[src/rtl/dma_line_issuer.sv]
module dma_line_issuer #(
  parameter int ADDR_W     = 32,
  parameter int LEN_W      = 16,
  parameter int LINE_BYTES = 64,
  parameter int OUT_MAX    = 4,
  parameter int DLY_W      = 8
) (
  input  logic                          clk,
  input  logic                          rst_n,
  input  logic                          cmd_valid,
  output logic                          cmd_ready,
  input  logic                          cmd_write,
  input  logic [ADDR_W-1:0]             cmd_addr,
  input  logic [LEN_W-1:0]              cmd_len,
  input  logic [DLY_W-1:0]              cmd_delay,
  output logic                          req_valid,
  input  logic                          req_ready,
  input  logic                          req_retry,
  output logic                          req_write,
  output logic [ADDR_W-1:0]             req_addr,
  output logic [$clog2(LINE_BYTES):0]   req_size,
  output logic [LEN_W-1:0]              req_off,
  input  logic                          rsp_valid,
  input  logic [$clog2(LINE_BYTES):0]   rsp_bytes,
  output logic                          done,
  output logic                          drained,
  output logic                          err
);
  localparam int OFF_W = $clog2(LINE_BYTES);
  localparam int SZ_W  = OFF_W + 1;
  localparam int PTR_W = $clog2(OUT_MAX);
  localparam int CNT_W = $clog2(OUT_MAX + 1);

  logic              busy, fin, gap, hold, wr_q, tmr_on, done_q, err_q;
  logic [ADDR_W-1:0] nxt;
  logic [LEN_W-1:0]  rem, off, total;
  logic [LEN_W:0]    acc;
  logic [DLY_W-1:0]  dly_q, tmr;
  logic [CNT_W-1:0]  outst;
  logic [PTR_W-1:0]  wp, rp;
  logic [SZ_W-1:0]   szq [OUT_MAX];

  logic [LEN_W-1:0]  room, chunk;
  logic              cmd_fire, issue, refuse, known, last_rsp, zero_cmd, finish;
  logic [SZ_W-1:0]   add;
  logic [LEN_W:0]    acc_nxt;
  logic [DLY_W-1:0]  fin_dly;

  assign room     = LEN_W'(LINE_BYTES) - LEN_W'(nxt[OFF_W-1:0]);
  assign chunk    = (rem < room) ? rem : room;
  assign cmd_ready = !busy;
  assign cmd_fire = cmd_valid && !busy;
  assign req_valid = busy && (rem != '0) && !gap && !hold && (outst != CNT_W'(OUT_MAX));
  assign issue    = req_valid && req_ready;
  assign refuse   = req_valid && !req_ready;
  assign known    = rsp_valid && (outst != '0);
  assign add      = known ? szq[rp] : rsp_bytes;
  assign acc_nxt  = acc + (LEN_W+1)'(add);
  assign last_rsp = known && busy && !fin && (acc_nxt == {1'b0, total});
  assign zero_cmd = cmd_fire && (cmd_len == '0);
  assign finish   = last_rsp || zero_cmd;
  assign fin_dly  = zero_cmd ? cmd_delay : dly_q;

  assign req_write = wr_q;
  assign req_addr  = nxt;
  assign req_size  = chunk[SZ_W-1:0];
  assign req_off   = off;
  assign done      = done_q;
  assign err       = err_q;
  assign drained   = (outst == '0);

  always_ff @(posedge clk) begin
    if (issue) szq[wp] <= chunk[SZ_W-1:0];
  end

  always_ff @(posedge clk) begin
    if (!rst_n) begin
      busy <= 1'b0; fin <= 1'b0; gap <= 1'b0; hold <= 1'b0; wr_q <= 1'b0;
      tmr_on <= 1'b0; done_q <= 1'b0; err_q <= 1'b0;
      nxt <= '0; rem <= '0; off <= '0; total <= '0; acc <= '0;
      dly_q <= '0; tmr <= '0; outst <= '0; wp <= '0; rp <= '0;
    end else begin
      done_q <= 1'b0;
      outst  <= outst + CNT_W'(issue) - CNT_W'(known);
      if (issue) wp <= wp + 1'b1;
      if (known) rp <= rp + 1'b1;

      if (cmd_fire) begin
        busy <= 1'b1; fin <= 1'b0; wr_q <= cmd_write;
        nxt <= cmd_addr; rem <= cmd_len; off <= '0; total <= cmd_len;
        acc <= '0; dly_q <= cmd_delay; err_q <= 1'b0;
      end else if (rsp_valid) begin
        acc <= acc_nxt;
        if (acc_nxt > {1'b0, total}) err_q <= 1'b1;
      end

      if (issue) begin
        nxt <= nxt + ADDR_W'(chunk);
        rem <= rem - chunk;
        off <= off + chunk;
      end
      gap <= issue;

      if (refuse) hold <= 1'b1;
      else if (req_retry) hold <= 1'b0;

      if (finish) begin
        fin <= 1'b1;
        if (fin_dly == '0) begin
          done_q <= 1'b1; busy <= 1'b0;
        end else begin
          tmr <= fin_dly; tmr_on <= 1'b1;
        end
      end else if (tmr_on) begin
        tmr <= tmr - 1'b1;
        if (tmr == DLY_W'(1)) begin
          tmr_on <= 1'b0; done_q <= 1'b1; busy <= 1'b0;
        end
      end
    end
  end
endmodule

[config.mk]
export PLATFORM = sky130hd
export DESIGN_NAME = dma_line_issuer
export DESIGN_NICKNAME = d
export VERILOG_FILES = /design/src/rtl/dma_line_issuer.sv
export SDC_FILE = /design/constraint.sdc
export NUM_CORES = 1
export LEC_CHECK = 0
export ABC_AREA = 1
export BUFFER_PORTS_ARGS = -buffer_cell sky130_fd_sc_hd__buf_2
export CORE_ASPECT_RATIO = 1.4
export CORE_MARGIN = 4
export CORE_UTILIZATION = 50
export CTS_CLUSTER_SIZE = 12
export DETAILED_ROUTE_END_ITERATION = 10
export PLACE_DENSITY = 0.73
export SLEW_MARGIN = 15
export SYNTH_ARGS = -nofsm -noshare
export SYNTH_HDL_FRONTEND = slang
export SYNTH_SLANG_ARGS = --single-unit
[constraint.sdc]
create_clock -name clk -period 7.8 [get_ports clk]
set_input_delay 1.56 -clock clk [delete_from_list [all_inputs] [get_ports clk]]
set_output_delay 1.56 -clock clk [all_outputs]
set_load 0.02 [all_outputs]
==> summary.log, run 1 <==
[die] initial standard-cell utilization of the core 50.9%
[routing] DRC violations left 0
[synthesis] sequential-to-total area share from yosys stat 32.9%
[timing] setup ws final 2320 ps
[synthesis] area share of the largest cell type after synthesis 24.9%
[synthesis] per-instance average area after synthesis 6.88 um2
[global_routing] first-pass GRT wire length 47,400 um
[synthesis] number of standard cells after synthesis 1,522
[clocking] Root Buffer clkbuf_16
[routing] count of routing violations after the opening detailed-route iteration 654
[die] FP Rows 62
[synthesis] count of warnings emitted by yosys 0
[global_routing] overall global routing resource usage 25.5%
[timing] unrepaired setup endpoints after global routing no
[clocking] Clock Latency Late Sink 440 ps
[die] core area 0.0206 mm2
[critical_path] Buf/Inv on CP 4
[critical_path] critical path endpoint category flip-flop
[critical_path] top cell family by delay on the critical path simple AND/OR/NAND/NOR gates
[global_routing] overall overflow remaining after global route 0
[clocking] buffer levels on the longest clock path 2
[routing] antenna viol nets, final 0
[clocking] CTS Hold Buffers Added 0
[power] PwrDens 262 mW/mm2
[synthesis] number of distinct library cells after synthesis 53
[routing] total routed wirelength 29,300 um
[critical_path] critical path start-end classification in2reg
[routing] per-cell via count in the routed design 5.37
[layout] Final #Nets 1,800
[die] Ports 131
[routing] routed length per placed instance 15.3 um
[timing] minimum clock period 5480 ps
[placed_design] Final Wtd Congestion 0.930
[synthesis] Most used DFF post-synth dfxtp_1
[routing] number of vias after detailed routing 10,300
[synthesis] commonest cells in the synthesized netlist nand2_1, inv_1, nor2_1
[placed_design] port bufs 130
[layout] share of post-route cells with drive strength above 1 12.6%
[critical_path] maximum fanout along the worst path 21
[synthesis] cell with the most instances after synthesis nand2_1
[clocking] clock transition at the registers of the reported paths 70 ps
[clocking] CTS buffer count 17
[power] maximum VDD drop 184 uV
[timing] # setup viols final 0
[timing] worst clock skew 13.0 ps
[die] die footprint 0.0233 mm2
[placed_design] cell area after placement 0.0114 mm2
[die] die boundary width 130 um
[layout] post-route standard cell area excluding fillers 0.0120 mm2
[worst_hold_path] Hold Path Class reg2reg
[synthesis] top cell type by total area after synthesis dfxtp_1
[layout] ant diodes 0
[layout] Storage cell area 0.00344 mm2
[critical_path] slowest stage cell on the critical path or2_1
[timing] Max-slew headroom 27.9%
[critical_path] startpoint kind of the worst setup timing path primary input
[global_routing] via count of the first global-routing pass 9,943
[synthesis] area of the mapped netlist 0.0105 mm2
[placed_design] pre-CTS setup slack 1900 ps
[layout] Layout fillers 1,967
[clocking] number of levels the H-tree was split into 4
[timing] count of pins over their slew limit 0
[clocking] number of instances resized during post-cts repair 0
[synthesis] share of async-settable or async-resettable flops after synthesis 0%
[die] Die Ht 179 um
[routing] Detailed Routing Iterations Pass 1 5
[synthesis] biggest area contributors in the synthesized netlist dfxtp_1, nand2_1, ha_1, edfxtp_1, inv_1
[layout] final core utilization 58.1%
[critical_path] largest stage delay on the critical path 500 ps
[global_routing] largest net degree at the start of global routing 62
[job] maxcap violations 0
[layout] area used by multi-input combinational logic 0.00614 mm2
[clocking] TritonCTS clock tree built
[placed_design] half-perimeter wire length after placement 21,800 um
[clocking] number of sinks on the clock net 158
[global_routing] antenna violations before repair 0
[run_status] outcome complete, no violations
[critical_path] required time at the endpoint of the critical path 8170 ps
[critical_path] arrival time of data at the critical path endpoint 5850 ps
[synthesis] number of storage elements in the synthesis netlist 158
[critical_path] register-to-register setup slack 2770 ps
[timing] Fin. Hold Viols 0
[synthesis] number of flops mapped to enable cells by yosys 28
[timing] maximum clock frequency 183 MHz
[critical_path] cell mode on critical path nand2_1
[timing] Tightest Pin Transition 1070 ps
[power] Leak 5.73 nW
[clocking] number of setup buffers added after CTS 0
[timing] Final period util 70.2%
[layout] relative area change from synthesis to final layout 14.2%
[timing] Total Neg Setup Slack 0 ps
## where the power goes
group	switching [W]	total, W	internal, W	leakage, nW
Clock	0.000402	0.000832	0.000430	0.286
Combinational	0.000838	0.00129	0.000454	4.12
Sequential	0.0000804	0.00101	0.000932	1.32
Total	0.00132	0.00314	0.00182	5.73
## final cells by class
| class | count | area share (%) |
|---|---|---|
| Clock buffer | 17 | 3.56 |
| Sequential cell | 158 | 28.8 |
| Tap cell | 256 | 2.68 |
| Timing Repair Buffer | 141 | 6.14 |
| Multi-Input combinational cell | 1136 | 51.4 |
| Clock inverter | 15 | 1.32 |
| Inverter | 195 | 6.13 |
## sequential cells by signal, indices dropped and copies added (netlist names), 2 cells and up, named ones only
register	cells
rem	16
req_off	16
total	16
szq	28
rp	2
wp	2
tmr	8
dly_q	8
outst	3
req_addr	32
acc	17
## path summary, 6_finish.rpt
check / startpoint / endpoint / depth (start not counted)
setup / recovery: rsp_valid / tmr[1]$_SDFFE_PN0P_ / 25
hold / removal: err$_SDFFE_PP0P_ / err$_SDFFE_PP0P_ / 2
hold reg to reg: err$_SDFFE_PP0P_ / err$_SDFFE_PP0P_ / 2
setup reg to reg: req_addr[1]$_SDFFE_PN0P_ / req_addr[18]$_SDFFE_PN0P_ / 23
## routing by layer
layer | vias to the layer above | track usage (%) | part of all wire (%)
met3 | 76 | 4.17 | 5.0
li1 | 5256 | - | -
met4 | 0 | 12.3 | 4.0
met1 | 4670 | 29.1 | 41
met2 | 292 | 45.7 | 50
met5 | - | 0 | 0
## cell families after synthesis
group                      after synthesis  share of synthesized area, %
AOI/OAI and AO/OA                      312                          16.7
other                                    1                        0.0358
and+or+nand+nor                        685                          27.8
DFF                                    158                          32.9
adders and majority gates               81                          10.0
xor gates and xnor gates                41                          3.43
buffers and inverters                  244                          9.12
## cells in the final DEF (no fill, tap or decap), types with 32 or more instances in the layout
master	n
a21oi_1	136
o21ai_0	104
xor2_1	32
nand2_1	375
inv_1	187
dfxtp_1	130
nor2_1	140
buf_2	130
ha_1	76
nand3_1	85
## tightest hold or removal path, delay by kind of cell (launching register included)
family / cells / cell delay, ps
compound gates: 1 / 60
flops: 1 / 310
buf+inv: 1 / 40
## through the flow
step / hold slack [ps] / total power [W] / instances
floorplan: 430 / 0.00195 / 1538
global placement: 440 / 0.00228 / 1886
detailed placement: 448 / 0.00230 / 1886
CTS: 458 / 0.00314 / 1918
global route: 478 / 0.00335 / 1918
finish: 452 / 0.00314 / 1918
(Power assumes the default switching activity.)
==> run 2: changes to the inputs <==
- ABC_AREA: 1 -> 0
- PLACE_DENSITY: 0.73 -> 0.77
- clock period: 7.8 -> 4.6 ns (I/O delays scaled with it)
==> run 2 against run 1 <==
Clock power increased by 78%. Utilization grew 8.3 points. Highest routed layer unchanged. Global-route usage is 1.1 points lower. Non-clock buffer count is 92 higher. Synthesized cell count fell by 25%. Via count shrank 8.2%. Cell area grew 6.4%. The flow now finishes with violations (setup timing). Critical path depth fell by 4.
==> summary.log, run 2 <==
[placed_design] port bufs 130
[layout] commonest cells after routing, fill and taps aside nand2_1, buf_2, dfxtp_1, buf_4
[critical_path] critical path endpoint category flip-flop
[synthesis] number of distinct library cells after synthesis 74
[critical_path] critical path start-end classification reg2reg
[synthesis] number of flops mapped to enable cells by yosys 28
[critical_path] required time at the endpoint of the critical path 4960 ps
[clocking] Root Buffer clkbuf_16
[worst_hold_path] Hold Path Class reg2reg
[layout] final core utilization 66.4%
[clocking] number of levels the H-tree was split into 4
[timing] Total Neg Setup Slack -872 ps
[placed_design] half-perimeter wire length after placement 19,700 um
[critical_path] maximum fanout along the worst path 5
[synthesis] count of warnings emitted by yosys 0
[clocking] number of sinks on the clock net 158
[global_routing] overall overflow remaining after global route 0
[timing] worst clock skew 7.29 ps
[layout] max FFs per register 32
[synthesis] area share of the largest cell type after synthesis 26.8%
[layout] Final #Nets 1,502
[power] net switching power figure 0.00208 W
[routing] per-cell via count in the routed design 5.86
[layout] share of post-route cells with drive strength above 1 30.1%
[global_routing] via count of the first global-routing pass 8,974
[synthesis] commonest cells in the synthesized netlist nand2_1, dfxtp_1, a21oi_1
[routing] routed length per placed instance 18.1 um
[synthesis] number of storage elements in the synthesis netlist 158
[global_routing] overall global routing resource usage 24.4%
[die] die footprint 0.0217 mm2
[synthesis] biggest area contributors in the synthesized netlist dfxtp_1, ha_1, edfxtp_1, nand2_1, a21oi_1
[placed_design] Cells after DPL 1,553
[clocking] TritonCTS clock tree built
[synthesis] cell with the most instances after synthesis nand2_1
[critical_path] top cell family by delay on the critical path compound AO/OA/AOI/OAI gates
[power] PwrDens 441 mW/mm2
[synthesis] Most used DFF post-synth dfxtp_1
[timing] minimum clock period 4710 ps
[timing] Fin. Hold Viols 0
[synthesis] per-instance average area after synthesis 8.55 um2
[routing] count of routing violations after the opening detailed-route iteration 678
[die] initial standard-cell utilization of the core 50.6%
[run_status] outcome finished, violations left
[synthesis] area of the mapped netlist 0.00970 mm2
[power] Sw Share 37.1%
[routing] number of vias after detailed routing 9,451
[critical_path] crit path cell chain nor3_2 > nor3b_1 > xnor2_1 > inv_1 > ha_1 > nand2b_1 > o21bai_1 > a21oi_2 > buf_6 > buf_12 > mux2_4 > ha_4 > o211ai_1 > o21a_2 > a2111oi_4 > o21a_1 > o31a_1 > buf_6 > o21ai_4 > or3_1 > a31oi_1
[synthesis] top cell type by total area after synthesis dfxtp_1
[clocking] clock transition at the registers of the reported paths 70 ps
[timing] Tightest Pin Transition 1070 ps
[synthesis] share of async-settable or async-resettable flops after synthesis 0%
[critical_path] Buf/Inv on CP 4
[critical_path] cell mode on critical path buf_6
[clocking] Clock Latency Late Sink 430 ps
[clocking] CTS buffer count 17
[timing] Final period util 102%
[critical_path] slowest stage cell on the critical path dfxtp_4
[routing] DRC violations left 0
[layout] Layout fillers 1,511
[die] die boundary width 126 um
[die] FP Rows 60
[layout] number of standard cells in the layout, taps in and fillers out 1,612
[power] maximum VDD drop 263 uV
[timing] Max-slew headroom 28.6%
[power] power share of the sequential group 30.1%
[placed_design] pre-CTS setup slack -284 ps
[routing] total routed wirelength 29,200 um
[routing] antenna viol nets, final 0
[critical_path] arrival time of data at the critical path endpoint 5060 ps
[global_routing] first-pass GRT wire length 43,800 um
[run_status] violations in the final reports setup timing
[die] core area 0.0191 mm2
[timing] unrepaired setup endpoints after global routing yes
[power] internal power of the cells 0.00353 W
[power] part of the total power dissipated in combinational logic 43.5%
[job] maxcap violations 0
[synthesis] sequential-to-total area share from yosys stat 35.5%
[layout] ant diodes 0
[timing] setup ws final -109 ps
[power] Leak 5.39 nW
[power] overall power of the completed layout 0.00561 W
[global_routing] largest net degree at the start of global routing 56
[routing] Detailed Routing Iterations Pass 1 6
[placed_design] Final Wtd Congestion 0.943
[die] Die Ht 173 um
[timing] count of pins over their slew limit 0
[timing] # setup viols final 18
[clocking] buffer levels on the longest clock path 2
[synthesis] number of standard cells after synthesis 1,134
[critical_path] startpoint kind of the worst setup timing path flip-flop
[layout] relative area change from synthesis to final layout 31.1%
[timing] maximum clock frequency 212 MHz
[die] Ports 131
[global_routing] antenna violations before repair 0
[layout] most common cell after layout, fill and taps aside nand2_1
[power] clock power share 26.5%
[critical_path] largest stage delay on the critical path 370 ps
run 2: worst min-delay path: cells and delay by family, from the launching register on:
family           cells  cell delay (ps)
AND/OR/NAND/NOR      1               50
flip-flops           1              310
AO/OA/AOI/OAI        1               50
run 2: layout make-up:
class                   instances  area (um2)  area share, %
multi-input cells             883        6630           52.2
clock inverters                14         181           1.43
flip-flops and latches        158        3460           27.2
repair buffers                233        1480           11.6
inverters                      58         224           1.76
clock buffers                  18         429           3.38
well taps                     248         310           2.44
run 2: what timing repair did:
action / in CTS / in global routing
pin swaps: 2 / 80
cloned: 0 / 1
resized for setup: 9 / 113
hold buffers: 0 / 0
endpoints found under the setup margin: 16 / 45
setup buffers: 0 / 26
run 2: final timing paths:
path / from / to / slack [ps] / cells past startpoint
worst max-delay path: req_addr[0]$_SDFFE_PN0P_ / req_addr[23]$_SDFFE_PN0P_ / -110 / 21
worst max register to register: req_addr[0]$_SDFFE_PN0P_ / req_addr[23]$_SDFFE_PN0P_ / -110 / 21
worst min-delay path: req_write$_SDFFE_PN0P_ / req_write$_SDFFE_PN0P_ / 450 / 2
worst min register to register: req_write$_SDFFE_PN0P_ / req_write$_SDFFE_PN0P_ / 450 / 2
run 2: logic make-up after synthesis:
kind of cell | Yosys count | share of synthesized area (%)
mux | 35 | 4.65
buf+inv | 110 | 4.44
flops | 158 | 35.5
compound gates | 276 | 18.8
xor+xnor | 57 | 5.15
fa+ha+maj | 81 | 10.8
other cells | 1 | 0.0387
simple gates | 416 | 20.6
run 2: power by group through the flow:
stage                     combinational [W]  clock (W)  sequential (W)
after floorplan                     0.00136          0         0.00171
final                               0.00244    0.00148         0.00169
after global routing                0.00264    0.00156         0.00170
after global placement              0.00202          0         0.00169
after detailed placement            0.00208          0         0.00169
after CTS                           0.00212    0.00150         0.00167
run 2: metrics by stage:
step	area, um2	hold slack, ps
floorplan	9980	435
finish	12700	451
CTS	12000	454
detailed placement	11300	445
global placement	11300	441
global route	12700	478
run 2: per-layer routing:
metal | track usage (%) | part of all wire [%]
met5 | 0 | 0
met3 | 4.88 | 5.4
met2 | 44.1 | 52
met1 | 28.1 | 39
met4 | 9.81 | 3.5
